--- config.mk ---
export PLATFORM = sky130hd
export DESIGN_NAME = trap_vec_gen
export DESIGN_NICKNAME = d
export VERILOG_FILES = /design/src/rtl/trap_vec_gen.sv
export SDC_FILE = /design/constraint.sdc
export NUM_CORES = 1
export LEC_CHECK = 0
export BUFFER_PORTS_ARGS = -buffer_cell sky130_fd_sc_hd__buf_2
export CAP_MARGIN = 20
export CORE_MARGIN = 5
export CORE_UTILIZATION = 35
export CTS_CLUSTER_SIZE = 28
export DETAILED_ROUTE_END_ITERATION = 7
export GPL_TIMING_DRIVEN = 0
export PLACE_DENSITY_LB_ADDON = 0.3
export SLEW_MARGIN = 30
export SYNTH_ARGS = -nofsm -noshare
export SYNTH_HDL_FRONTEND = slang
export SYNTH_SLANG_ARGS = --single-unit
--- constraint.sdc ---
create_clock -name clk -period 4.3 [get_ports clk]
set_input_delay 0.86 -clock clk [delete_from_list [all_inputs] [get_ports clk]]
set_output_delay 0.86 -clock clk [all_outputs]
set_load 0.01 [all_outputs]
--- src/rtl/trap_vec_gen.sv ---
module trap_vec_gen #(
  parameter int          NUM_IRQ    = 16,
  parameter bit          SUP_DIRECT = 1'b1,
  parameter bit          SUP_VEC    = 1'b1,
  parameter bit          SUP_TABLE  = 1'b1,
  parameter bit          FIXED_BASE = 1'b0,
  parameter logic [31:0] BASE_RESET = 32'h0000_1000,
  parameter logic [1:0]  RESET_MODE = 2'b00
) (
  input  logic                       clk,
  input  logic                       rst_n,
  input  logic                       csr_we,
  input  logic                       csr_sel,
  input  logic [31:0]                csr_wdata,
  output logic [31:0]                csr_rdata,
  input  logic                       trap_req,
  input  logic                       trap_is_irq,
  input  logic [$clog2(NUM_IRQ)-1:0] trap_cause,
  output logic                       busy,
  output logic                       mem_req,
  output logic [31:0]                mem_addr,
  input  logic                       mem_rsp_valid,
  input  logic [31:0]                mem_rsp_data,
  input  logic                       mem_rsp_err,
  output logic                       tgt_valid,
  output logic [31:0]                tgt_pc
);
  localparam int CW = $clog2(NUM_IRQ);
  localparam logic [3:0] MODE_OK = {SUP_TABLE, 1'b0, SUP_VEC, SUP_DIRECT};

  logic [31:2]        base_q;
  logic [1:0]         mode_q;
  logic [NUM_IRQ-1:0] bitmap_q;
  logic               wait_q;
  logic [31:0]        base_addr;
  logic [CW-1:0]      slot;
  logic [31:0]        direct_pc;
  logic               base_wr;

  assign base_wr   = csr_we && !csr_sel;
  assign base_addr = {base_q, 2'b00};
  assign slot      = bitmap_q[trap_cause] ? trap_cause : '0;
  assign direct_pc = (trap_is_irq && mode_q == 2'b01) ? base_addr + (32'(trap_cause) << 2) : base_addr;
  assign csr_rdata = csr_sel ? 32'(bitmap_q) : {base_q, mode_q};
  assign busy      = wait_q;

  generate
    if (FIXED_BASE) begin : g_fixed_base
      assign base_q = BASE_RESET[31:2];
    end else begin : g_wr_base
      always_ff @(posedge clk) begin
        if (!rst_n)       base_q <= BASE_RESET[31:2];
        else if (base_wr) base_q <= csr_wdata[31:2];
      end
    end
  endgenerate

  always_ff @(posedge clk) begin
    if (!rst_n) begin
      mode_q   <= RESET_MODE;
      bitmap_q <= '0;
    end else if (csr_we) begin
      if (!csr_sel && MODE_OK[csr_wdata[1:0]]) mode_q <= csr_wdata[1:0];
      if (csr_sel && SUP_TABLE) bitmap_q <= csr_wdata[NUM_IRQ-1:0];
    end
  end

  always_ff @(posedge clk) begin
    if (!rst_n) begin
      wait_q    <= 1'b0;
      mem_req   <= 1'b0;
      mem_addr  <= '0;
      tgt_valid <= 1'b0;
      tgt_pc    <= '0;
    end else begin
      mem_req   <= 1'b0;
      tgt_valid <= 1'b0;
      if (!wait_q) begin
        if (trap_req) begin
          if (trap_is_irq && mode_q == 2'b11) begin
            wait_q   <= 1'b1;
            mem_req  <= 1'b1;
            mem_addr <= base_addr + (32'(slot) << 2);
          end else begin
            tgt_valid <= 1'b1;
            tgt_pc    <= direct_pc;
          end
        end
      end else if (mem_rsp_valid) begin
        wait_q    <= 1'b0;
        tgt_valid <= 1'b1;
        tgt_pc    <= mem_rsp_err ? base_addr : (mem_rsp_data & ~32'h1);
      end
    end
  end
endmodule

==> results of run 1 <==
==> per-layer routing <==
metal	wire [microns]	track usage (%)	up-vias	share of wire, %
li1	-	-	3298	-
met1	10900	32.2	3253	42
met2	11500	36.2	394	44
met3	2820	6.38	51	11
met4	769	8.49	0	3.0
met5	0	0	-	0
==> critical path: stages <==
cell	delay, ps
buf_2	210
mux4_2	530
mux2i_1	160
nor2b_1	100
o21ai_1	230
inv_1	70
ha_1	270
a21o_1	170
a31oi_1	680
clkbuf_1	510
nor4_2	110
xnor2_1	300
a21oi_1	110
==> logic make-up (layout without fill, tap and decap cells) <==
logic type | after synthesis | count (layout) | share of synthesized area (%)
AND/OR/NAND/NOR | 293 | 293 | 23.0
flip-flops | 112 | 112 | 34.8
XOR/XNOR | 37 | 37 | 5.03
multiplexers | 47 | 47 | 8.39
AO/OA/AOI/OAI | 228 | 228 | 20.6
other | 1 | 4 | 0.0582
adder cells (fa/ha/maj) | 10 | 10 | 2.17
buffers and inverters | 94 | 279 | 5.96
==> worst paths after layout <==
kind | slack, ps | to | cells after the start | start
hold / removal | 470 | bitmap_q[5]$_SDFFE_PN0P_ | 2 | bitmap_q[5]$_SDFFE_PN0P_
setup reg to reg | 650 | mem_addr[29]$_SDFFE_PN0P_ | 12 | bitmap_q[15]$_SDFFE_PN0P_
hold reg to reg | 470 | bitmap_q[5]$_SDFFE_PN0P_ | 2 | bitmap_q[5]$_SDFFE_PN0P_
setup / recovery | 220 | mem_addr[29]$_SDFFE_PN0P_ | 13 | trap_cause[0]
==> Yosys cell counts, types with 4 or more instances <==
| cell | n | area (sq um) |
|---|---|---|
| buf_2 | 10 | 50.1 |
| and3_1 | 6 | 37.5 |
| mux2_2 | 15 | 169 |
| ha_1 | 8 | 100 |
| o22ai_1 | 6 | 37.5 |
| nor2_1 | 32 | 120 |
| and4_1 | 8 | 70.1 |
| mux2i_1 | 27 | 270 |
| xnor2_1 | 36 | 315 |
| nor2b_1 | 17 | 106 |
| a31oi_1 | 9 | 56.3 |
| nand4_1 | 10 | 62.6 |
| a211oi_1 | 10 | 75.1 |
| o21ai_0 | 40 | 200 |
| clkbuf_1 | 61 | 229 |
| o221ai_1 | 4 | 35.0 |
| buf_1 | 5 | 18.8 |
| inv_1 | 14 | 52.6 |
| dfxtp_1 | 112 | 2240 |
| nor3_1 | 27 | 135 |
| nand2_1 | 127 | 477 |
| nand3_1 | 21 | 105 |
| a21oi_1 | 112 | 561 |
| o211ai_1 | 7 | 52.6 |
| mux4_2 | 4 | 90.1 |
| and2_1 | 4 | 25.0 |
| nand2b_1 | 4 | 25.0 |
| o21ai_1 | 13 | 65.1 |
| nor4_1 | 14 | 87.6 |
==> registers in the layout, indices dropped and copies added, names as in the netlist <==
| name | count |
|---|---|
| bitmap_q | 16 |
| mode_q | 2 |
| mem_addr | 30 |
| tgt_pc | 31 |
| busy | 1 |
| mem_req | 1 |
| tgt_valid | 1 |
| base_q | 30 |
==> metrics by stage <==
stage / setup slack, ps / instance area (sq um) / power, mW
global placement: -84.9 / 7580 / 1.46
detailed placement: -81.7 / 7590 / 1.47
finish: 216 / 7900 / 2.32
CTS: 311 / 7890 / 2.33
global route: 59.8 / 7900 / 2.41
floorplan: 961 / 6450 / 1.31
==> layout by cell type (no fill, tap or decap), types with 5 or more instances in the layout <==
cell type  instances
a21oi_1          112
clkbuf_16          9
ha_1               8
mux2_2            15
nor2b_1           17
inv_1             14
mux2i_1           27
nor3_1            27
nand4_1           10
dfxtp_1          112
o21ai_0           40
a211oi_1          10
and4_1             8
xnor2_1           36
buf_2            179
nor4_1            14
o211ai_1           7
nand2_1          127
nor2_1            32
buf_1              5
clkbuf_1          61
nand3_1           21
and3_1             6
o21ai_1           13
o22ai_1            6
a31oi_1            9
==> layout make-up <==
class                           count  area (sq um)
Fill cell                        1906         10100
Multi-Input combinational cell    618          3830
Sequential cell                   112          2240
Timing Repair Buffer              169           846
Buffer                             80           332
Tap cell                          229           287
Clock buffer                        9           225
Clock inverter                      7          77.6
Inverter                           14          52.6
Antenna cell                        1          2.50
==> where the power goes <==
| group | internal (mW) | leakage [nW] | switching, mW |
|---|---|---|---|
| registers | 1.07 | 0.912 | 0.0263 |
| logic | 0.131 | 2.03 | 0.220 |
| clock network | 0.459 | 0.147 | 0.418 |
==> qor.txt, run 1 <==
Min-delay worst type = reg -> reg
Ys async rst share = 0%
Fin crit share = 95.0%
Post-CTS Setup Inserts = 0
Seq/Total Area, Yosys = 34.8%
Worst setup SP type = input port
Core Region = 18000 sq um
Cts repair resizes = 0
Yosys warning count = 0
Crit path kind = in -> reg
Final std cells w/o fill = 1239
Bufs on Longest Clock Path = 2
Syn Std Cell Area = 6440 sq um
Wire length per cell = 21.0 microns
Post-synth EDFFs = 0
Clock skew = 12.1 ps
Final Core Density = 43.8%
Setup total negative slack = 0 ps
GR Overflow Total = 0
Hold buffer count at CTS = 0
Row count = 49
Syn Inst Count = 822
Distinct cell type count after synthesis = 67
Root Buffer = clkbuf_16
CTS Sinks = 112
Avg Inst Size Synth = 7.84 sq um
Worst Hold Margin = 469 ps
Nets = 1090
Routed WL = 26000 microns
Global Route Usage Sum = 23.7%
CP Data Arrival Time = 4320 ps
IO Count = 175
Die area = 21200 sq um
DRC = 0
F_max = 0.245 GHz
Worst-Margin Slew = 946 ps
Die width = 146 microns
Largest net degree at the start of global routing = 20
First-pass GRT wire length = 39600 microns
Detailed Place HPWL = 19700 microns
Clock slew at reported path FFs = 80 ps
PortBufs = 169
Via density = 5.65
Chip height = 146 microns
Critical Path Fanout Max = 10
Vias = 6996
Slew margin rel. = 36.9%
Drt pass-1 iters = 5
Initial Utilization = 35.8%
Unrepaired setup endpoints after global routing = false
Vias in the first global route = 6737
Initial antenna violation count = 1
Yosys reg bits = 112
Initial detailed-routing violation count = 583
PD cells = 294 nW/um^2
Worst VDD drop = 0.218 mV
CTS tree = yes
Final Hold Viols = 0
CTS buffer count = 9
Final setup vio count = 0
Max-capacitance violation count = 0
Dpl cells = 1222
Status = finished, final reports clean
Final Wtd Congestion = 0.954
Latest clock arrival within the worst-skew pair = 360 ps
Tmin final = 4080 ps
Worst Setup End Kind = flop
Htree depth = 3
Syn-to-layout area delta = 22.5%
Static Leakage = 3.09 nW
Antenna-violating nets left = 0
Main synth FF type = dfxtp_1
Layout cell share with drive strength beyond 1 = 22.7%
Required time of the critical path = 4530 ps
Slew Limit Fails = 0
No activity file was read; power rests on OpenSTA's default activity.
==> run 2: changes to the inputs <==
Settings changed: BUFFER_PORTS_ARGS -buffer_cell sky130_fd_sc_hd__buf_2 to -buffer_cell sky130_fd_sc_hd__buf_4.
==> run 2 against run 1 <==
First-iteration DRC count is 43% higher. Final cell count barely moved. Non-clock buffer count did not move. Sequential cell count unchanged. Critical endpoint unchanged. Largest cell class unchanged. Largest power group unchanged. Highest routed layer unchanged.
==> qor.txt, run 2 (synthesis gave the netlist of run 1 again) <==
Status = finished, final reports clean (unchanged)
Top reg by flops = tgt_pc (unchanged)
Placed standard-cell area = 8010 sq um (was 7590 sq um)
Final setup vio count = 0 (unchanged)
Required time of the critical path = 4540 ps (was 4530 ps)
Clock skew = 8.30 ps (was 12.1 ps)
Pre-CTS setup slack = 25.2 ps (was -81.7 ps)
Unrepaired setup endpoints after global routing = false (unchanged)
Worst-Margin Slew = 998 ps (was 946 ps)
Initial Utilization = 35.8% (unchanged)
Syn-to-layout area delta = 30.1% (was 22.5%)
First-pass GRT wire length = 40000 microns (was 39600 microns)
Root Buffer = clkbuf_16 (unchanged)
PortBufs = 169 (unchanged)
Setup total negative slack = 0 ps (unchanged)
Final Wtd Congestion = 0.959 (was 0.954)
Tot Pwr = 2.53 mW (was 2.32 mW)
Cts repair resizes = 0 (unchanged)
Nets = 1090 (unchanged)
Worst VDD drop = 0.211 mV (was 0.218 mV)
CP Data Arrival Time = 4250 ps (was 4320 ps)
F_max = 0.249 GHz (was 0.245 GHz)
IO Count = 175 (unchanged)
Die width = 146 microns (unchanged)
Setup slack after layout = 285 ps (was 216 ps)
Slew Limit Fails = 0 (unchanged)
Bufs on Longest Clock Path = 2 (unchanged)
Layout cell share with drive strength beyond 1 = 22.7% (unchanged)
Critical Path Fanout Max = 10 (unchanged)
CTS Sinks = 112 (unchanged)
Most frequent cells in the layout = buf_4 (172), nand2_1 (127), a21oi_1 (112), dfxtp_1 (112), clkbuf_1 (61) (was buf_2 (179), nand2_1 (127), a21oi_1 (112), dfxtp_1 (112), clkbuf_1 (61))
Commonest non-fill, non-tap cell in the layout = buf_4 (was buf_2)
Routed WL = 26700 microns (was 26000 microns)
PD cells = 302 nW/um^2 (was 294 nW/um^2)
Initial detailed-routing violation count = 834 (was 583)
Initial antenna violation count = 0 (was 1)
Row count = 49 (unchanged)
Slew margin rel. = 33.5% (was 36.9%)
Wire length per cell = 21.6 microns (was 21.0 microns)
Crit path kind = in -> reg (unchanged)
Htree depth = 3 (unchanged)
GR Overflow Total = 0 (unchanged)
Worst setup SP type = input port (unchanged)
Latest clock arrival within the worst-skew pair = 360 ps (about the same)
Vias = 7005 (was 6996)
Core Region = 18000 sq um (unchanged)
Antenna-violating nets left = 0 (unchanged)
Drt pass-1 iters = 5 (unchanged)
Largest net degree at the start of global routing = 19 (was 20)
Max-capacitance violation count = 0 (unchanged)
Post-CTS Setup Inserts = 0 (unchanged)
Final Hold Viols = 0 (unchanged)
Worst Setup End Kind = flop (unchanged)
Layout fillers = 1867 (was 1906)
CTS buffer count = 9 (unchanged)
Detailed Place HPWL = 20000 microns (was 19700 microns)
Hold buffer count at CTS = 0 (unchanged)
Via density = 5.66 (was 5.65)
Static Leakage = 3.17 nW (was 3.09 nW)
Largest register FFs = 31 (unchanged)
Fin crit share = 93.4% (was 95.0%)
Biggest regs = tgt_pc (31), base_q (30), mem_addr (30) (unchanged)
Min-delay worst type = reg -> reg (unchanged)
Vias in the first global route = 6774 (was 6737)
Clock slew at reported path FFs = 80 ps (about the same)
Die area = 21200 sq um (unchanged)
Post-route cell area = 8380 sq um (was 7900 sq um)
Global Route Usage Sum = 24.0% (was 23.7%)
Final Core Density = 46.5% (was 43.8%)
Diode count = 0 (was 1)
CTS tree = yes (unchanged)
Tmin final = 4020 ps (was 4080 ps)
Chip height = 146 microns (unchanged)
DRC = 0 (unchanged)
-- run 2: cell types whose count changed in the layout (fill, tap and decap cells not counted), sizes merged --
| cell | before | now |
|---|---|---|
| clkinv | 2 | 1 |
| clkinvlp | 1 | 2 |
| diode | 1 | 0 |
| bufinv | 1 | 4 |
| inv | 17 | 14 |
-- run 2: path summary, 6_finish.rpt --
check / from / end / slack, ps / cells past startpoint
min reg2reg: bitmap_q[2]$_SDFFE_PN0P_ / bitmap_q[2]$_SDFFE_PN0P_ / 470 / 2
min: bitmap_q[2]$_SDFFE_PN0P_ / bitmap_q[2]$_SDFFE_PN0P_ / 470 / 2
max: trap_cause[0] / mem_addr[29]$_SDFFE_PN0P_ / 280 / 13
max reg2reg: bitmap_q[15]$_SDFFE_PN0P_ / mem_addr[29]$_SDFFE_PN0P_ / 650 / 12
-- run 2: metal layers --
metal | up-vias | track usage (%) | wire length [microns]
met5 | - | 0 | 0
met4 | 0 | 7.23 | 718
met3 | 53 | 5.85 | 2360
met2 | 363 | 37.6 | 12000
met1 | 3294 | 32.8 | 11600
li1 | 3295 | - | -
-- run 2: worst max-delay path: stages --
cell and delay [ps]:
buf_4 150, mux4_2 520, mux2i_1 150, nor2b_1 90
o21ai_1 230, inv_1 70, ha_1 270, a21o_1 170
a31oi_1 660, clkbuf_1 550, nor4_2 110, xnor2_1 290
a21oi_1 110
-- run 2: power breakdown --
part           total (mW)  internal [mW]  leakage, nW  switching [mW]
Clock                1.05          0.630        0.172           0.421
Sequential           1.10           1.07        0.912          0.0269
Combinational       0.385          0.163         2.09           0.222
Total                2.53           1.86         3.17           0.670
-- run 2: final cells by class --
type                    count  area, sq um  area share [%]
plain buffers              80          332            3.96
multi-input cells         618         3830            45.7
inverters                  14         52.6           0.627
well taps                 229          287            3.42
clock inverters             7          144            1.72
clock buffers               9          225            2.69
flip-flops and latches    112         2240            26.8
repair buffers            169         1270            15.1
-- run 2: metrics by stage --
stage	cells	hold slack (ps)
floorplan	824	443
global placement	1222	453
detailed placement	1222	461
CTS	1238	472
global route	1238	501
finish	1238	472
==> run 3: changes to the inputs <==
Settings changed: BUFFER_PORTS_ARGS -buffer_cell sky130_fd_sc_hd__buf_4 to -buffer_cell sky130_fd_sc_hd__buf_2, CELL_PAD_IN_SITES_DETAIL_PLACEMENT set to 1, CELL_PAD_IN_SITES_GLOBAL_PLACEMENT set to 1, CORE_ASPECT_RATIO set to 0.6.
==> run 3 against run 2 <==
Final area down 5.8%. Routed wire length up 7.1%. Critical path type unchanged. Clock skew up 4.9 ps. Count of clock-buffer cells in the layout unchanged. Critical endpoint is now mem_addr[13]$_SDFFE_PN0P_.
==> qor.txt, run 3 (synthesis gave the netlist of run 1 again) <==
Worst-Margin Slew = 930 ps (was 998 ps)
PortBufs = 169 (unchanged)
Worst VDD drop = 0.180 mV (was 0.211 mV)
Sw Share = 29.5% (was 26.4%)
Hold Path Origin = mem_addr[2]$_SDFFE_PN0P_ (was bitmap_q[2]$_SDFFE_PN0P_)
Critical Path Fanout Max = 10 (unchanged)
Fin crit share = 93.5% (was 93.4%)
Min-delay worst type = reg -> reg (unchanged)
Pint = 1.66 mW (was 1.86 mW)
Die area = 21300 sq um (was 21200 sq um)
GR Layer Usage met3 = 7.84% (was 5.85%)
Antenna-violating nets left = 0 (unchanged)
Latest clock arrival within the worst-skew pair = 370 ps (was 360 ps)
Final setup vio count = 0 (unchanged)
Initial antenna violation count = 0 (unchanged)
Tot Pwr = 2.35 mW (was 2.53 mW)
Final Hold Viols = 0 (unchanged)
Crit path kind = in -> reg (unchanged)
Worst r2r src = bitmap_q[14]$_SDFFE_PN0P_ (was bitmap_q[15]$_SDFFE_PN0P_)
Diode count = 0 (unchanged)
Cts repair resizes = 0 (unchanged)
RR Endpoint = mem_addr[13]$_SDFFE_PN0P_ (was mem_addr[29]$_SDFFE_PN0P_)
Combinational cell fraction of total power = 15.4% (was 15.2%)
Static Leakage = 3.08 nW (was 3.17 nW)
Hold buffer count at CTS = 0 (unchanged)
Vias = 7130 (was 7005)
GR Overflow Total = 0 (unchanged)
Detailed Place HPWL = 22500 microns (was 20000 microns)
CP Data Arrival Time = 4250 ps (about the same)
Wire length per cell = 22.9 microns (was 21.6 microns)
Worst hold path cell count = 2 (unchanged)
Via density = 5.71 (was 5.66)
Worst Setup End Kind = flop (unchanged)
CTS buffer count = 9 (unchanged)
Top reg by flops = tgt_pc (unchanged)
Required time of the critical path = 4530 ps (was 4540 ps)
Syn-to-layout area delta = 22.6% (was 30.1%)
Most used routing layer in global routing = met1 (was met2)
Largest net degree at the start of global routing = 19 (unchanged)
Met2 Use GR = 37.9% (was 37.6%)
Root Buffer = clkbuf_16 (unchanged)
Routed WL = 28600 microns (was 26700 microns)
Nets = 1090 (unchanged)
Slew Limit Fails = 0 (unchanged)
Htree depth = 3 (unchanged)
R2r worst-path depth = 12 (unchanged)
Final Wtd Congestion = 0.926 (was 0.959)
First-pass GRT wire length = 42900 microns (was 40000 microns)
Initial Utilization = 35.7% (was 35.8%)
Unrepaired setup endpoints after global routing = false (unchanged)
Post-CTS Setup Inserts = 0 (unchanged)
Status = finished, final reports clean (unchanged)
Max-capacitance violation count = 0 (unchanged)
Met1 usage = 39.8% (was 32.8%)
Chip height = 115 microns (was 146 microns)
Global Route Usage Sum = 26.3% (was 24.0%)
PD cells = 297 nW/um^2 (was 302 nW/um^2)
DRC = 0 (unchanged)
Psw = 0.692 mW (was 0.670 mW)
Most frequent cells in the layout = buf_2 (179), nand2_1 (127), a21oi_1 (112), dfxtp_1 (112), clkbuf_1 (61) (was buf_4 (172), nand2_1 (127), a21oi_1 (112), dfxtp_1 (112), clkbuf_1 (61))
Biggest regs = tgt_pc (31), base_q (30), mem_addr (30) (unchanged)
WHS Endpoint = mem_addr[2]$_SDFFE_PN0P_ (was bitmap_q[2]$_SDFFE_PN0P_)
Clock skew = 13.3 ps (was 8.30 ps)
R2R setup slack = 730 ps (was 650 ps)
Drt pass-1 iters = 7 (was 5)
CTS Sinks = 112 (unchanged)
Row count = 38 (was 49)
F_max = 0.249 GHz (about the same)
Clock slew at reported path FFs = 90 ps (was 80 ps)
Largest register FFs = 31 (unchanged)
Setup total negative slack = 0 ps (unchanged)
Tmin final = 4020 ps (about the same)
Initial detailed-routing violation count = 606 (was 834)
Slew margin rel. = 38.0% (was 33.5%)
Vias in the first global route = 7109 (was 6774)
Pre-CTS setup slack = -11.8 ps (was 25.2 ps)
Sequential fraction of design power = 46.8% (was 43.3%)
Clock Power Share = 37.8% (was 41.5%)
Setup slack after layout = 278 ps (was 285 ps)
Worst setup SP type = input port (unchanged)
Layout cell share with drive strength beyond 1 = 22.6% (was 22.7%)
Die width = 185 microns (was 146 microns)
Commonest non-fill, non-tap cell in the layout = buf_2 (was buf_4)
Bufs on Longest Clock Path = 2 (unchanged)
Core Region = 18100 sq um (was 18000 sq um)
IO Count = 175 (unchanged)
CTS tree = yes (unchanged)
==> run 3: cell types whose count changed in the layout (fill, tap and decap cells not counted) <==
cell,previous run,this run
buf_2,10,179
buf_4,172,3
bufinv_16,4,1
clkinv_2,0,1
inv_8,0,1
==> run 3: critical path, stage by stage <==
cell and delay [ps]:
buf_2 220, mux4_2 550, mux2i_1 170, nor2b_1 100, o21ai_1 250, inv_1 80
ha_1 270, a21o_1 170, a31oi_1 550, clkbuf_1 510, nor3_1 160, xnor2_1 250
a21oi_1 100
==> run 3: metrics by stage <==
stage	hold WS (ps)	util, %	std cells	instance area [sq um]
floorplan	443	-	824	6450
global placement	444	42.1	1233	7600
detailed placement	454	42.1	1233	7600
CTS	474	43.7	1248	7900
global route	496	43.7	1248	7900
finish	474	43.7	1248	7900
==> run 3: how the worst max path moves through the flow <==
stage	slack, ps	from	to
floorplan	960	trap_cause[0]	mem_addr[11]$_SDFFE_PN0P_
global placement	6	trap_cause[0]	mem_addr[13]$_SDFFE_PN0P_
detailed placement	-10	trap_cause[0]	mem_addr[13]$_SDFFE_PN0P_
CTS	330	trap_cause[0]	mem_addr[13]$_SDFFE_PN0P_
global route	130	trap_cause[0]	mem_addr[13]$_SDFFE_PN0P_
finish	280	trap_cause[0]	mem_addr[13]$_SDFFE_PN0P_
==> run 3: power groups by stage <==
stage	logic (mW)	registers [mW]	clock network (mW)
final	0.362	1.10	0.887
after global routing	0.391	1.10	0.923
after CTS	0.357	1.10	0.886
after detailed placement	0.355	1.12	0
after global placement	0.348	1.12	0
after floorplan	0.196	1.12	0
==> run 3: per-layer routing <==
layer | routed length [microns] | share of wire, %
met2 | 11500 | 40
met1 | 13700 | 48
met4 | 176 | 0.62
met5 | 0 | 0
met3 | 3220 | 11
==> run 3: area by class of cell <==
type | count | area [sq um]
Fill cell | 2290 | 10200
Tap cell | 240 | 300
Multi-Input combinational cell | 618 | 3830
Clock buffer | 9 | 225
Clock inverter | 6 | 70.1
Inverter | 14 | 52.6
Buffer | 80 | 332
Timing Repair Buffer | 169 | 846
Sequential cell | 112 | 2240
